===== src/rtl/ddrtg_pkg.sv =====
package ddrtg_pkg;

  localparam int WORD_W = 32;

  // field widths
  localparam int RFC_W = 7;
  localparam int RP_W  = 3;
  localparam int RCD_W = 3;
  localparam int WR_W  = 3;
  localparam int RAS_W = 5;
  localparam int RC_W  = 5;
  localparam int RRD_W = 3;
  localparam int WTR_W = 2;

  localparam int RSVD_BIT = 2;

  localparam logic [WORD_W-1:0] TIM_RESET = 32'h7FFF_FFFB;
  localparam logic [WORD_W-1:0] TIM_WMASK = ~(32'h1 << RSVD_BIT);

  typedef enum logic [2:0] {
    OP_ACT = 3'd0,
    OP_RD  = 3'd1,
    OP_WR  = 3'd2,
    OP_PRE = 3'd3,
    OP_REF = 3'd4,
    OP_LMR = 3'd5
  } cmd_op_e;

  typedef struct packed {
    logic [RFC_W-1:0] t_rfc;
    logic [RP_W-1:0]  t_rp;
    logic [RCD_W-1:0] t_rcd;
    logic [WR_W-1:0]  t_wr;
    logic [RAS_W-1:0] t_ras;
    logic [RC_W-1:0]  t_rc;
    logic [RRD_W-1:0] t_rrd;
    logic             rsvd;
    logic [WTR_W-1:0] t_wtr;
  } tim_fields_t;

endpackage


===== src/rtl/ddrtg_downcnt.sv =====
module ddrtg_downcnt #(
  parameter int W = 3
) (
  input  logic         clk,
  input  logic         rst_n,
  input  logic         load,
  input  logic [W-1:0] load_val,
  output logic         busy
);

  logic [W-1:0] cnt_q;
  logic [W-1:0] cnt_d;
  logic         cnt_en;

  assign busy   = (cnt_q != '0);
  assign cnt_en = load | busy;

  always_comb begin
    cnt_d = cnt_q;
    if (load)
      cnt_d = load_val;
    else if (busy)
      cnt_d = cnt_q - 1'b1;
  end

  always_ff @(posedge clk or negedge rst_n) begin
    if (!rst_n)
      cnt_q <= '0;
    else if (cnt_en)
      cnt_q <= cnt_d;
  end

endmodule


===== src/rtl/ddrtg_timreg.sv =====
module ddrtg_timreg
  import ddrtg_pkg::*;
(
  input  logic              clk,
  input  logic              rst_n,
  input  logic              wr_en,
  input  logic [WORD_W-1:0] wr_data,
  input  logic              unlock,
  input  logic              ctrl_en,
  output logic [WORD_W-1:0] word,
  output logic              reinit_pulse,
  output logic              err_flag
);

  logic [WORD_W-1:0] word_q, word_d;
  logic              reinit_q, reinit_d;
  logic              err_q, err_d;
  logic              accept;
  tim_fields_t       cur_f, new_f;

  assign accept = wr_en & unlock;
  assign cur_f  = tim_fields_t'(word_q);
  assign new_f  = tim_fields_t'(wr_data & TIM_WMASK);

  always_comb begin
    word_d   = word_q;
    reinit_d = 1'b0;
    err_d    = err_q;
    if (accept) begin
      word_d   = wr_data & TIM_WMASK;
      reinit_d = ctrl_en & (new_f.t_wr != cur_f.t_wr);
      if ({2'b00, new_f.t_rcd} > new_f.t_ras)
        err_d = 1'b1;
    end
  end

  always_ff @(posedge clk or negedge rst_n) begin
    if (!rst_n) begin
      word_q   <= TIM_RESET;
      reinit_q <= 1'b0;
      err_q    <= 1'b0;
    end else begin
      reinit_q <= reinit_d;
      if (accept) begin
        word_q <= word_d;
        err_q  <= err_d;
      end
    end
  end

  assign word         = word_q;
  assign reinit_pulse = reinit_q;
  assign err_flag     = err_q;

endmodule


===== src/rtl/ddrtg_bank_track.sv =====
module ddrtg_bank_track
  import ddrtg_pkg::*;
(
  input  logic             clk,
  input  logic             rst_n,
  input  logic             act_ld,
  input  logic             wlast_ld,
  input  logic [RCD_W-1:0] t_rcd,
  input  logic [RAS_W-1:0] t_ras,
  input  logic [RC_W-1:0]  t_rc,
  input  logic [WR_W-1:0]  t_wr,
  output logic             rw_blk,
  output logic             pre_blk,
  output logic             act_blk
);

  logic ras_busy, wr_busy;

  ddrtg_downcnt #(.W(RCD_W)) i_rcd (
    .clk(clk), .rst_n(rst_n), .load(act_ld), .load_val(t_rcd), .busy(rw_blk)
  );

  ddrtg_downcnt #(.W(RAS_W)) i_ras (
    .clk(clk), .rst_n(rst_n), .load(act_ld), .load_val(t_ras), .busy(ras_busy)
  );

  ddrtg_downcnt #(.W(RC_W)) i_rc (
    .clk(clk), .rst_n(rst_n), .load(act_ld), .load_val(t_rc), .busy(act_blk)
  );

  ddrtg_downcnt #(.W(WR_W)) i_wrec (
    .clk(clk), .rst_n(rst_n), .load(wlast_ld), .load_val(t_wr), .busy(wr_busy)
  );

  assign pre_blk = ras_busy | wr_busy;

endmodule


===== src/rtl/ddr_cmd_timing_gate.sv =====
module ddr_cmd_timing_gate
  import ddrtg_pkg::*;
#(
  parameter  int NUM_BANKS = 4,
  localparam int BANK_W    = $clog2(NUM_BANKS)
) (
  input  logic              clk,
  input  logic              rst_n,
  input  logic              cfg_we,
  input  logic [WORD_W-1:0] cfg_wdata,
  output logic [WORD_W-1:0] cfg_rdata,
  input  logic              tim_unlock,
  input  logic              ctrl_en,
  output logic              reinit_req,
  output logic              cfg_err,
  input  logic              cmd_valid,
  input  logic [2:0]        cmd_op,
  input  logic [BANK_W-1:0] cmd_bank,
  output logic              cmd_grant,
  input  logic              wr_burst_done,
  input  logic [BANK_W-1:0] wr_burst_bank
);

  // reset: asserted at once, released after two clock edges
  logic [1:0] rst_sync_q;
  logic       rst_n_int;

  always_ff @(posedge clk or negedge rst_n) begin
    if (!rst_n)
      rst_sync_q <= 2'b00;
    else
      rst_sync_q <= {rst_sync_q[0], 1'b1};
  end
  assign rst_n_int = rst_sync_q[1];

  logic [WORD_W-1:0] word;
  tim_fields_t       tim;

  ddrtg_timreg i_timreg (
    .clk(clk), .rst_n(rst_n_int), .wr_en(cfg_we), .wr_data(cfg_wdata),
    .unlock(tim_unlock), .ctrl_en(ctrl_en), .word(word),
    .reinit_pulse(reinit_req), .err_flag(cfg_err)
  );

  assign tim       = tim_fields_t'(word);
  assign cfg_rdata = word;

  // command decode
  logic is_act, is_rd, is_wr, is_pre, is_ref, is_lmr;
  always_comb begin
    is_act = 1'b0; is_rd = 1'b0; is_wr = 1'b0;
    is_pre = 1'b0; is_ref = 1'b0; is_lmr = 1'b0;
    case (cmd_op_e'(cmd_op))
      OP_ACT:  is_act = 1'b1;
      OP_RD:   is_rd  = 1'b1;
      OP_WR:   is_wr  = 1'b1;
      OP_PRE:  is_pre = 1'b1;
      OP_REF:  is_ref = 1'b1;
      OP_LMR:  is_lmr = 1'b1;
      default: ;
    endcase
  end

  // per-bank trackers
  logic [NUM_BANKS-1:0] bk_rw_blk, bk_pre_blk, bk_act_blk;
  logic [NUM_BANKS-1:0] bk_act_ld, bk_wlast_ld;

  genvar b;
  generate
    for (b = 0; b < NUM_BANKS; b++) begin : g_bank
      assign bk_act_ld[b]   = cmd_grant & is_act & (cmd_bank == BANK_W'(b));
      assign bk_wlast_ld[b] = wr_burst_done & (wr_burst_bank == BANK_W'(b));

      ddrtg_bank_track i_bank (
        .clk(clk), .rst_n(rst_n_int),
        .act_ld(bk_act_ld[b]), .wlast_ld(bk_wlast_ld[b]),
        .t_rcd(tim.t_rcd), .t_ras(tim.t_ras), .t_rc(tim.t_rc), .t_wr(tim.t_wr),
        .rw_blk(bk_rw_blk[b]), .pre_blk(bk_pre_blk[b]), .act_blk(bk_act_blk[b])
      );
    end
  endgenerate

  // shared counters
  logic rfc_busy, rp_busy, rrd_busy, wtr_busy;

  ddrtg_downcnt #(.W(RFC_W)) i_rfc (
    .clk(clk), .rst_n(rst_n_int), .load(cmd_grant & (is_ref | is_lmr)),
    .load_val(tim.t_rfc), .busy(rfc_busy)
  );

  ddrtg_downcnt #(.W(RP_W)) i_rp (
    .clk(clk), .rst_n(rst_n_int), .load(cmd_grant & is_pre),
    .load_val(tim.t_rp), .busy(rp_busy)
  );

  ddrtg_downcnt #(.W(RRD_W)) i_rrd (
    .clk(clk), .rst_n(rst_n_int), .load(cmd_grant & is_act),
    .load_val(tim.t_rrd), .busy(rrd_busy)
  );

  ddrtg_downcnt #(.W(WTR_W)) i_wtr (
    .clk(clk), .rst_n(rst_n_int), .load(cmd_grant & is_wr),
    .load_val(tim.t_wtr), .busy(wtr_busy)
  );

  // grant
  logic clear_to_go;
  always_comb begin
    clear_to_go = 1'b0;
    if (is_act)
      clear_to_go = !rfc_busy && !rp_busy && !rrd_busy && !bk_act_blk[cmd_bank];
    else if (is_rd)
      clear_to_go = !bk_rw_blk[cmd_bank] && !wtr_busy;
    else if (is_wr)
      clear_to_go = !bk_rw_blk[cmd_bank];
    else if (is_pre)
      clear_to_go = !bk_pre_blk[cmd_bank];
    else if (is_ref)
      clear_to_go = !rfc_busy && !rp_busy;
    else if (is_lmr)
      clear_to_go = 1'b1;
  end

  assign cmd_grant = cmd_valid & clear_to_go;

endmodule


===== config.mk =====
export PLATFORM = sky130hd
export DESIGN_NAME = ddr_cmd_timing_gate
export DESIGN_NICKNAME = d
export VERILOG_FILES = /design/src/rtl/ddrtg_pkg.sv /design/src/rtl/ddrtg_downcnt.sv /design/src/rtl/ddrtg_timreg.sv /design/src/rtl/ddrtg_bank_track.sv /design/src/rtl/ddr_cmd_timing_gate.sv
export SDC_FILE = /design/constraint.sdc
export NUM_CORES = 1
export LEC_CHECK = 0
export ABC_AREA = 1
export BUFFER_PORTS_ARGS = -buffer_cell sky130_fd_sc_hd__buf_2
export CELL_PAD_IN_SITES_DETAIL_PLACEMENT = 0
export CELL_PAD_IN_SITES_GLOBAL_PLACEMENT = 1
export CORE_ASPECT_RATIO = 0.7
export CORE_MARGIN = 2
export CORE_UTILIZATION = 30
export DETAILED_ROUTE_END_ITERATION = 16
export PLACE_DENSITY_LB_ADDON = 0.25
export SLEW_MARGIN = 30
export SYNTH_ARGS = -nofsm -noshare
export SYNTH_HDL_FRONTEND = slang
export SYNTH_HIERARCHICAL = 1
export SYNTH_SLANG_ARGS = --single-unit
export TNS_END_PERCENT = 20

===== constraint.sdc =====
create_clock -name clk -period 3.7 [get_ports clk]
set_input_delay 0.37 -clock clk [delete_from_list [all_inputs] [get_ports clk]]
set_output_delay 0.37 -clock clk [all_outputs]
set_load 0.03 [all_outputs]

# ---- Word-level counts from Yosys, hierarchy flattened
# Index checks and enable logic that the tools add are counted.
dict set report op_classes {
  add_sub_neg 20
  n_reduce_logical 75
  mux 59
  n_lt_le_gt_ge 2
  n_bitwise 40
  eq_ne 12
}
# cell count
set op_table {}
lappend op_table {{$mux 5} 16}
lappend op_table {{$mux 3} 20}
lappend op_table {{$reduce_and 2->1} 21}
lappend op_table {{$reduce_bool 2->1} 21}
lappend op_table {{$reduce_bool 5->1} 8}
lappend op_table {{$sub 5x1->5 const B} 8}
lappend op_table {{$reduce_bool 3->1} 10}
lappend op_table {{$sub 3x1->3 const B} 10}
lappend op_table {{$or 1x1->1} 25}
lappend op_table {{$mux 1} 16}
lappend op_table {{$and 1x1->1} 15}
lappend op_table {{$mux 7} 2}
lappend op_table {{$eq 2x2->1 const B} 4}
lappend op_table {{$logic_not 1->1} 7}
lappend op_table {{$reduce_bool 7->1} 1}
lappend op_table {{$sub 7x1->7 const B} 1}
lappend op_table {{$bmux 1 s2} 3}
lappend op_table {{$eq 3x2->1 const B} 2}
lappend op_table {{$eq 3x3->1 const B} 2}
lappend op_table {{$gt 3x5->1} 1}
lappend op_table {{$eq 2x1->1 const B} 2}
lappend op_table {{$logic_and 1x1->1} 4}
lappend op_table {{$logic_not 2->1} 2}
lappend op_table {{$mux 2} 2}
lappend op_table {{other kinds (5)} 5}
dict set report totals {
  register_bits 114
  word_cells 232
  out_inout_bits 35
  inputBits 46
}

# ---- Longest topological paths before layout
dict set report depth {
  ltp_word 14
  ltp_mapped 21
  ltp_nobuf 20
}

# ---- Hierarchy
# The synthesis kept the hierarchy.
# mod area_per_inst_um2 seq_area_each_um2 cells_each instances
set modules_own_cells {}
lappend modules_own_cells {{ddrtg_downcnt at g_bank[0].i_bank.i_ras ...} 291.5 125.1 39 8}
lappend modules_own_cells {{ddrtg_downcnt at g_bank[0].i_bank.i_rcd ...} 200.2 75.1 29 10}
lappend modules_own_cells {ddrtg_timreg 1455.1 863.3 166 1}
lappend modules_own_cells {{ddrtg_downcnt at i_rfc} 484.2 175.2 67 1}
lappend modules_own_cells {ddr_cmd_timing_gate 381.6 50.0 76 1}
lappend modules_own_cells {{ddrtg_downcnt at i_wtr} 122.6 50.0 18 1}
lappend modules_own_cells {ddrtg_bank_track 11.3 0.0 3 4}

# ---- Worst setup path before layout
# Ideal clock, no wire load.
dict set report synth_path {
  kind {register to register}
  start {register i_rfc.cnt_q[0]}
  end {register g_bank[2].i_bank.i_ras.cnt_q[3]}
  t_required_ns 3.585
  setup_time_ns 0.115
  arrival_time_ns 2.974
  slack_ns 0.610
  n_path_buf 0
  stages_incl_launch_ff 17
  cell_sequence {dfrtp_1 inv_1 ha_1 nand2_1 nor2_2 inv_1 nor3_4 nand4_1 nand2_1 nand2_1 inv_2 nand2_2 nor3_1 inv_2 or2_0 nand2_1 nor2_1}
}
dict set report synth_via {
  elab_chain_len 13
  word_cells_on_any_way 17
}
# element line_no
set synth_rtl {}
lappend synth_rtl {{start: declaration} ddrtg_downcnt.sv:11} ;# logic [W-1:0] cnt_q;
lappend synth_rtl {{start signal: assignment} ddrtg_downcnt.sv:30} ;# cnt_q <= cnt_d;
lappend synth_rtl {{$reduce_bool 7->1 (*)} ddrtg_downcnt.sv:15} ;# assign busy = (cnt_q != '0);
lappend synth_rtl {{net rfc_busy} ddr_cmd_timing_gate.sv:84} ;# logic rfc_busy, rp_busy, rrd_busy, wtr_busy;
lappend synth_rtl {{$logic_not 1->1 (*)} {ddr_cmd_timing_gate.sv:111, ddr_cmd_timing_gate.sv:119}}
lappend synth_rtl {{$logic_and 1x1->1 (*)} {ddr_cmd_timing_gate.sv:111, ddr_cmd_timing_gate.sv:119}}
lappend synth_rtl {{$mux 1} ddr_cmd_timing_gate.sv:118} ;# else if (is_ref)
lappend synth_rtl {{$mux 1} ddr_cmd_timing_gate.sv:116} ;# else if (is_pre)
lappend synth_rtl {{$mux 1} ddr_cmd_timing_gate.sv:114} ;# else if (is_wr)
lappend synth_rtl {{$mux 1} ddr_cmd_timing_gate.sv:112} ;# else if (is_rd)
lappend synth_rtl {{$mux 1 (*)} ddr_cmd_timing_gate.sv:110} ;# if (is_act)
lappend synth_rtl {{$and 1x1->1 (*)} ddr_cmd_timing_gate.sv:124} ;# assign cmd_grant = cmd_valid & clear_to_go;
lappend synth_rtl {{$and 1x1->1 (*) (2 in a row)} ddr_cmd_timing_gate.sv:71} ;# assign bk_act_ld[b] = cmd_grant & is_act & (cmd_bank == BANK_W'(b));
lappend synth_rtl {{net bk_act_ld[2]} ddr_cmd_timing_gate.sv:66} ;# logic [NUM_BANKS-1:0] bk_act_ld, bk_wlast_ld;
lappend synth_rtl {{$reduce_bool 2->1 (no line) or $or 1x1->1 (tied branches)} --}
lappend synth_rtl {{$reduce_and 2->1 (no line)} --}
lappend synth_rtl {{end signal: assignment} ddrtg_downcnt.sv:30}
lappend synth_rtl {{end: declaration} ddrtg_downcnt.sv:11}
# Mark *: on every way through the listed nets, which the timed path passes. The rest lies on a longest branch.
# A chain may end at the register's enable or synchronous reset.

# ---- Worst setup path in the final report
dict set report layout_path {
  start {register g_bank[1].i_bank.i_ras.cnt_q[0]}
  end {output cmd_grant}
}
dict set report layout_via {
  elab_chain_len 10
}
# element line_no
set layout_rtl {}
lappend layout_rtl {{start: declaration} ddrtg_downcnt.sv:11}
lappend layout_rtl {{start signal: assignment} ddrtg_downcnt.sv:30}
lappend layout_rtl {{$reduce_bool 5->1} ddrtg_downcnt.sv:15}
lappend layout_rtl {{net g_bank[1].i_bank.ras_busy} ddrtg_bank_track.sv:17} ;# logic ras_busy, wr_busy;
lappend layout_rtl {{$or 1x1->1} ddrtg_bank_track.sv:35} ;# assign pre_blk = ras_busy | wr_busy;
lappend layout_rtl {{net bk_pre_blk[1]} ddr_cmd_timing_gate.sv:65} ;# logic [NUM_BANKS-1:0] bk_rw_blk, bk_pre_blk, bk_act_blk;
lappend layout_rtl {{$bmux 1 s2} ddr_cmd_timing_gate.sv:117} ;# clear_to_go = !bk_pre_blk[cmd_bank];
lappend layout_rtl {{$mux 1 (implied by the code)} ddr_cmd_timing_gate.sv:117}
lappend layout_rtl {{$logic_not 1->1} ddr_cmd_timing_gate.sv:117}
lappend layout_rtl {{$mux 1} ddr_cmd_timing_gate.sv:116}
lappend layout_rtl {{$mux 1} ddr_cmd_timing_gate.sv:114}
lappend layout_rtl {{$mux 1} ddr_cmd_timing_gate.sv:112}
lappend layout_rtl {{$mux 1} ddr_cmd_timing_gate.sv:110}
lappend layout_rtl {{$and 1x1->1} ddr_cmd_timing_gate.sv:124}
lappend layout_rtl {{end: declaration} ddr_cmd_timing_gate.sv:19} ;# output logic cmd_grant,
# The timed path passes the listed nets, and every way through them passes these cells. The select of a mux whose other input is x is not followed.

==> impl_metrics.env <==
export IMPL_setup_tns_ns=0
export IMPL_gp_congestion=0.752
export IMPL_seqCellArea_um2=2890
export IMPL_die_h_um=130
export IMPL_drt_total_wl_um=16400
export IMPL_hp_start="cfg_wdata[22]"
export IMPL_cp_num_buf_inv=4
export IMPL_avgSynthCellArea_um2=7.25
export IMPL_track_usage_pct=14.7
export IMPL_synth_ff_type="dfrtp_1"
export IMPL_synth_most_common_cell="nand2_1"
export IMPL_grt_pass1_vias=5334
export IMPL_period_share_pct=71.6
export IMPL_synthArstFlopShare_pct=100
export IMPL_total_power_mw=6.22
export IMPL_hold_end="i_timreg/word[22]"
export IMPL_p_leak_nw=4.40
export IMPL_setup_viol=0
export IMPL_fin_cells=1367
export IMPL_tightest_slew_ns=0.781
export IMPL_hold_slack_ns=0.139
export IMPL_grt_max_degree=41
export IMPL_cts_max_level=4
export IMPL_clockBufferDepth=2
export IMPL_postSynthCellCount=941
export IMPL_synth_distinct_cells=33
export IMPL_numCtsBuffers=17
export IMPL_num_io_pins=81
export IMPL_syn_area_um2=6820
export IMPL_port_buffers=78
export IMPL_syn_nets=1021
export IMPL_critPathTopFamily="simple AND/OR/NAND/NOR gates"
export IMPL_layout_drive_gt1_share_pct=19.8
export IMPL_hpwl_um=11600
export IMPL_cpMostUsedCell="nand2_1"
export IMPL_final_fill_count=2430
export IMPL_coreArea_um2=22500
export IMPL_fin_crit_ns=2.65
export IMPL_fin_ws_ns=1.05
export IMPL_synth_area_leaders="dfrtp_1 31%, nand2_1 21%, dfstp_2 12%"
export IMPL_skew_ns=0.00910
export IMPL_dr_pass1_iters=5
export IMPL_initial_core_util_pct=30.3
export IMPL_regToRegEndpoint="g_bank[0].i_bank/i_rc/cnt_q[3]"
export IMPL_powerDensity_nw_per_um2=756
export IMPL_crit_required_ns=3.33
export IMPL_multi_input_area_um2=3340
export IMPL_slowest_stage="dfrtp_1"
export IMPL_antenna_found_initial=0
export IMPL_critical_path_cell_chain="inv_1 -> ha_1 -> nand3_1 -> inv_1 -> nand2_1 -> nand2_1 -> nand2_1 -> nand2_1 -> nand2_1 -> nand2_1 -> nand2_1 -> nand2_1 -> nand2_1 -> nand2_1 -> nand2_2 -> inv_1 -> buf_2"
export IMPL_dp_cells=1334
export IMPL_rows=46
export IMPL_clock_latency_ns=0.42
export IMPL_max_freq_ghz=0.377
export IMPL_utilization_pct=36.6
export IMPL_critPathCaptureType="primary output"
export IMPL_dieArea_um2=24000
export IMPL_ys_warn_count=6
export IMPL_ir_worst_vdd_v=0.000347
export IMPL_crit_path_max_incr_delay_ns=0.37
export IMPL_dpl_worst_slack_ns=1.15
export IMPL_grt_pass1_wl_um=27200
export IMPL_hold_depth=3
export IMPL_final_nets=1122
export IMPL_via_per_inst=4.22
export IMPL_synth_seq_cells=114
export IMPL_synth_top_cells_by_count="387 x nand2_1, 114 x inv_1, 84 x dfrtp_1"
export IMPL_synth_top_cell_area_share_pct=30.8
export IMPL_cts_tree="done"
export IMPL_rsz0062_at_grt="false"
export IMPL_root_buffer="clkbuf_16"
export IMPL_start_kind="flop"
export IMPL_crit_type="reg2out"
export IMPL_vias=5768
export IMPL_hp_class="in2reg"
export IMPL_synth_top_area_cell="dfrtp_1"
export IMPL_status="finished, final reports clean"
export IMPL_post_cts_buffers=0
export IMPL_finalHoldViolCount=0
export IMPL_path_clk_slew_ns=0.06
export IMPL_die_x_um=184
export IMPL_cts_resized=0
export IMPL_wire_per_inst_um=12.0
export IMPL_reg2regPathDepth=17
export IMPL_ant_nets=0
export IMPL_cts_sink_count=114
export IMPL_area_growth_pct=20.6
export IMPL_reg2reg_slack_ns=1.17
export IMPL_maxCapViolCount=0
export IMPL_reg2reg_from="i_rfc/cnt_q[0]"
export IMPL_synth_edf_count=0
export IMPL_drc=0
export IMPL_place_area_um2=7640
export IMPL_slew_viol_final=0
export IMPL_slew_headroom_pct=47.5
export IMPL_cp_arrival_ns=2.28
export IMPL_diodes=0
export IMPL_grt_overflow_total=0
export IMPL_initialDrtViolationCount=280
export IMPL_final_cell_area_um2=8230
export IMPL_ys_seq_area_share_pct=42.4
export IMPL_cp_max_fo=4
-- worst max path at each step --
stage / from / slack [ns] / to / depth (start not counted)
3_5_place_dp: i_rfc/cnt_q[0] / 1.15 / g_bank[3].i_bank/i_ras/cnt_q[3] / 17
2_1_floorplan: rst_sync_q[1] / 0.34 / g_bank[0].i_bank/i_ras/cnt_q[0] / 0
3_3_place_gp: i_rfc/cnt_q[0] / 1.16 / g_bank[3].i_bank/i_rc/cnt_q[3] / 17
6_report: g_bank[1].i_bank/i_ras/cnt_q[0] / 1.05 / cmd_grant / 17
4_1_cts: g_bank[3].i_bank/i_ras/cnt_q[0] / 1.0 / cmd_grant / 17
5_1_grt: g_bank[0].i_bank/i_ras/cnt_q[0] / 0.81 / cmd_grant / 17
-- what timing repair did --
item	in CTS	in global routing
hold buffers	1	0
hold endpoints to repair	2	0
setup endpoints to repair	0	0
-- registers in the layout, summed over array words and instances (netlist names) --
register and cells:
rst_sync_q 2, i_wtr/cnt_q 2, i_timreg/err_flag 1, i_rrd/cnt_q 3
g_bank.i_bank/i_wrec/cnt_q 12, g_bank.i_bank/i_rc/cnt_q 20, i_timreg/reinit_pulse 1, g_bank.i_bank/i_rcd/cnt_q 12
g_bank.i_bank/i_ras/cnt_q 20, i_rfc/cnt_q 7, i_rp/cnt_q 3, i_timreg/word 31
-- per-layer routing --
layer	vias up	share of wire [%]	track usage (%)	routed length (um)
li1	3128	-	-	-
met1	2547	55	21.6	9040
met2	83	40	21.1	6560
met3	10	3.7	3.66	605
met4	0	0.95	4.75	155
met5	-	0	0	0
-- worst reg2reg max path, cell delays in order, from the launching register on --
cell,delay [ns]
dfrtp_1,0.37
inv_1,0.15
ha_1,0.22
nand2_1,0.08
nor2_2,0.12
inv_1,0.11
nor3_4,0.17
nand4_1,0.10
nand2_1,0.07
nand2_1,0.05
inv_2,0.06
nand2_2,0.10
nor3_2,0.24
buf_4,0.21
inv_2,0.07
or2_0,0.20
nand2_1,0.07
nor2_1,0.04
-- cells by family (layout without fill, tap and decap cells) --
kind of cell,after synthesis,after routing,synth area share [%]
and+or+nand+nor,537,537,33.5
buffers and inverters,147,261,8.91
DFF,114,114,42.4
AOI/OAI and AO/OA,96,96,7.46
adders and majority gates,34,34,6.24
xor gates and xnor gates,11,11,1.41
other,2,2,0.110
-- placed cells by master, fill, tap and decap left out, drive strengths merged --
| cell type | count |
|---|---|
| dfstp | 30 |
| xnor2 | 2 |
| conb | 2 |
| o21bai | 1 |
| nor2 | 57 |
| a21boi | 1 |
| nand4 | 11 |
| o211ai | 8 |
| inv | 138 |
| bufinv | 2 |
| clkinv | 6 |
| ha | 34 |
| dfrtp | 84 |
| o21ai | 65 |
| a21oi | 21 |
| nor3 | 12 |
| buf | 90 |
| clkbuf | 22 |
| nand2 | 400 |
| clkinvlp | 2 |
| dlygate4sd3 | 1 |
| xor2 | 9 |
| or2 | 10 |
| nand3 | 37 |
| nand3b | 10 |
-- area by class of cell --
cell class	instances	area share, %
inverters	138	6.33
flip-flops and latches	114	35.2
clock buffers	22	5.64
well taps	312	4.75
repair buffers	91	6.11
clock inverters	10	1.32
multi-input cells	680	40.7
-- power breakdown --
group          internal, mW  total (mW)  switching, mW
clock network          1.02        1.63          0.604
registers              1.75        2.12          0.367
logic                 0.953        2.47           1.52
total                  3.73        6.22           2.49
No activity file was read; power rests on OpenSTA's default activity.
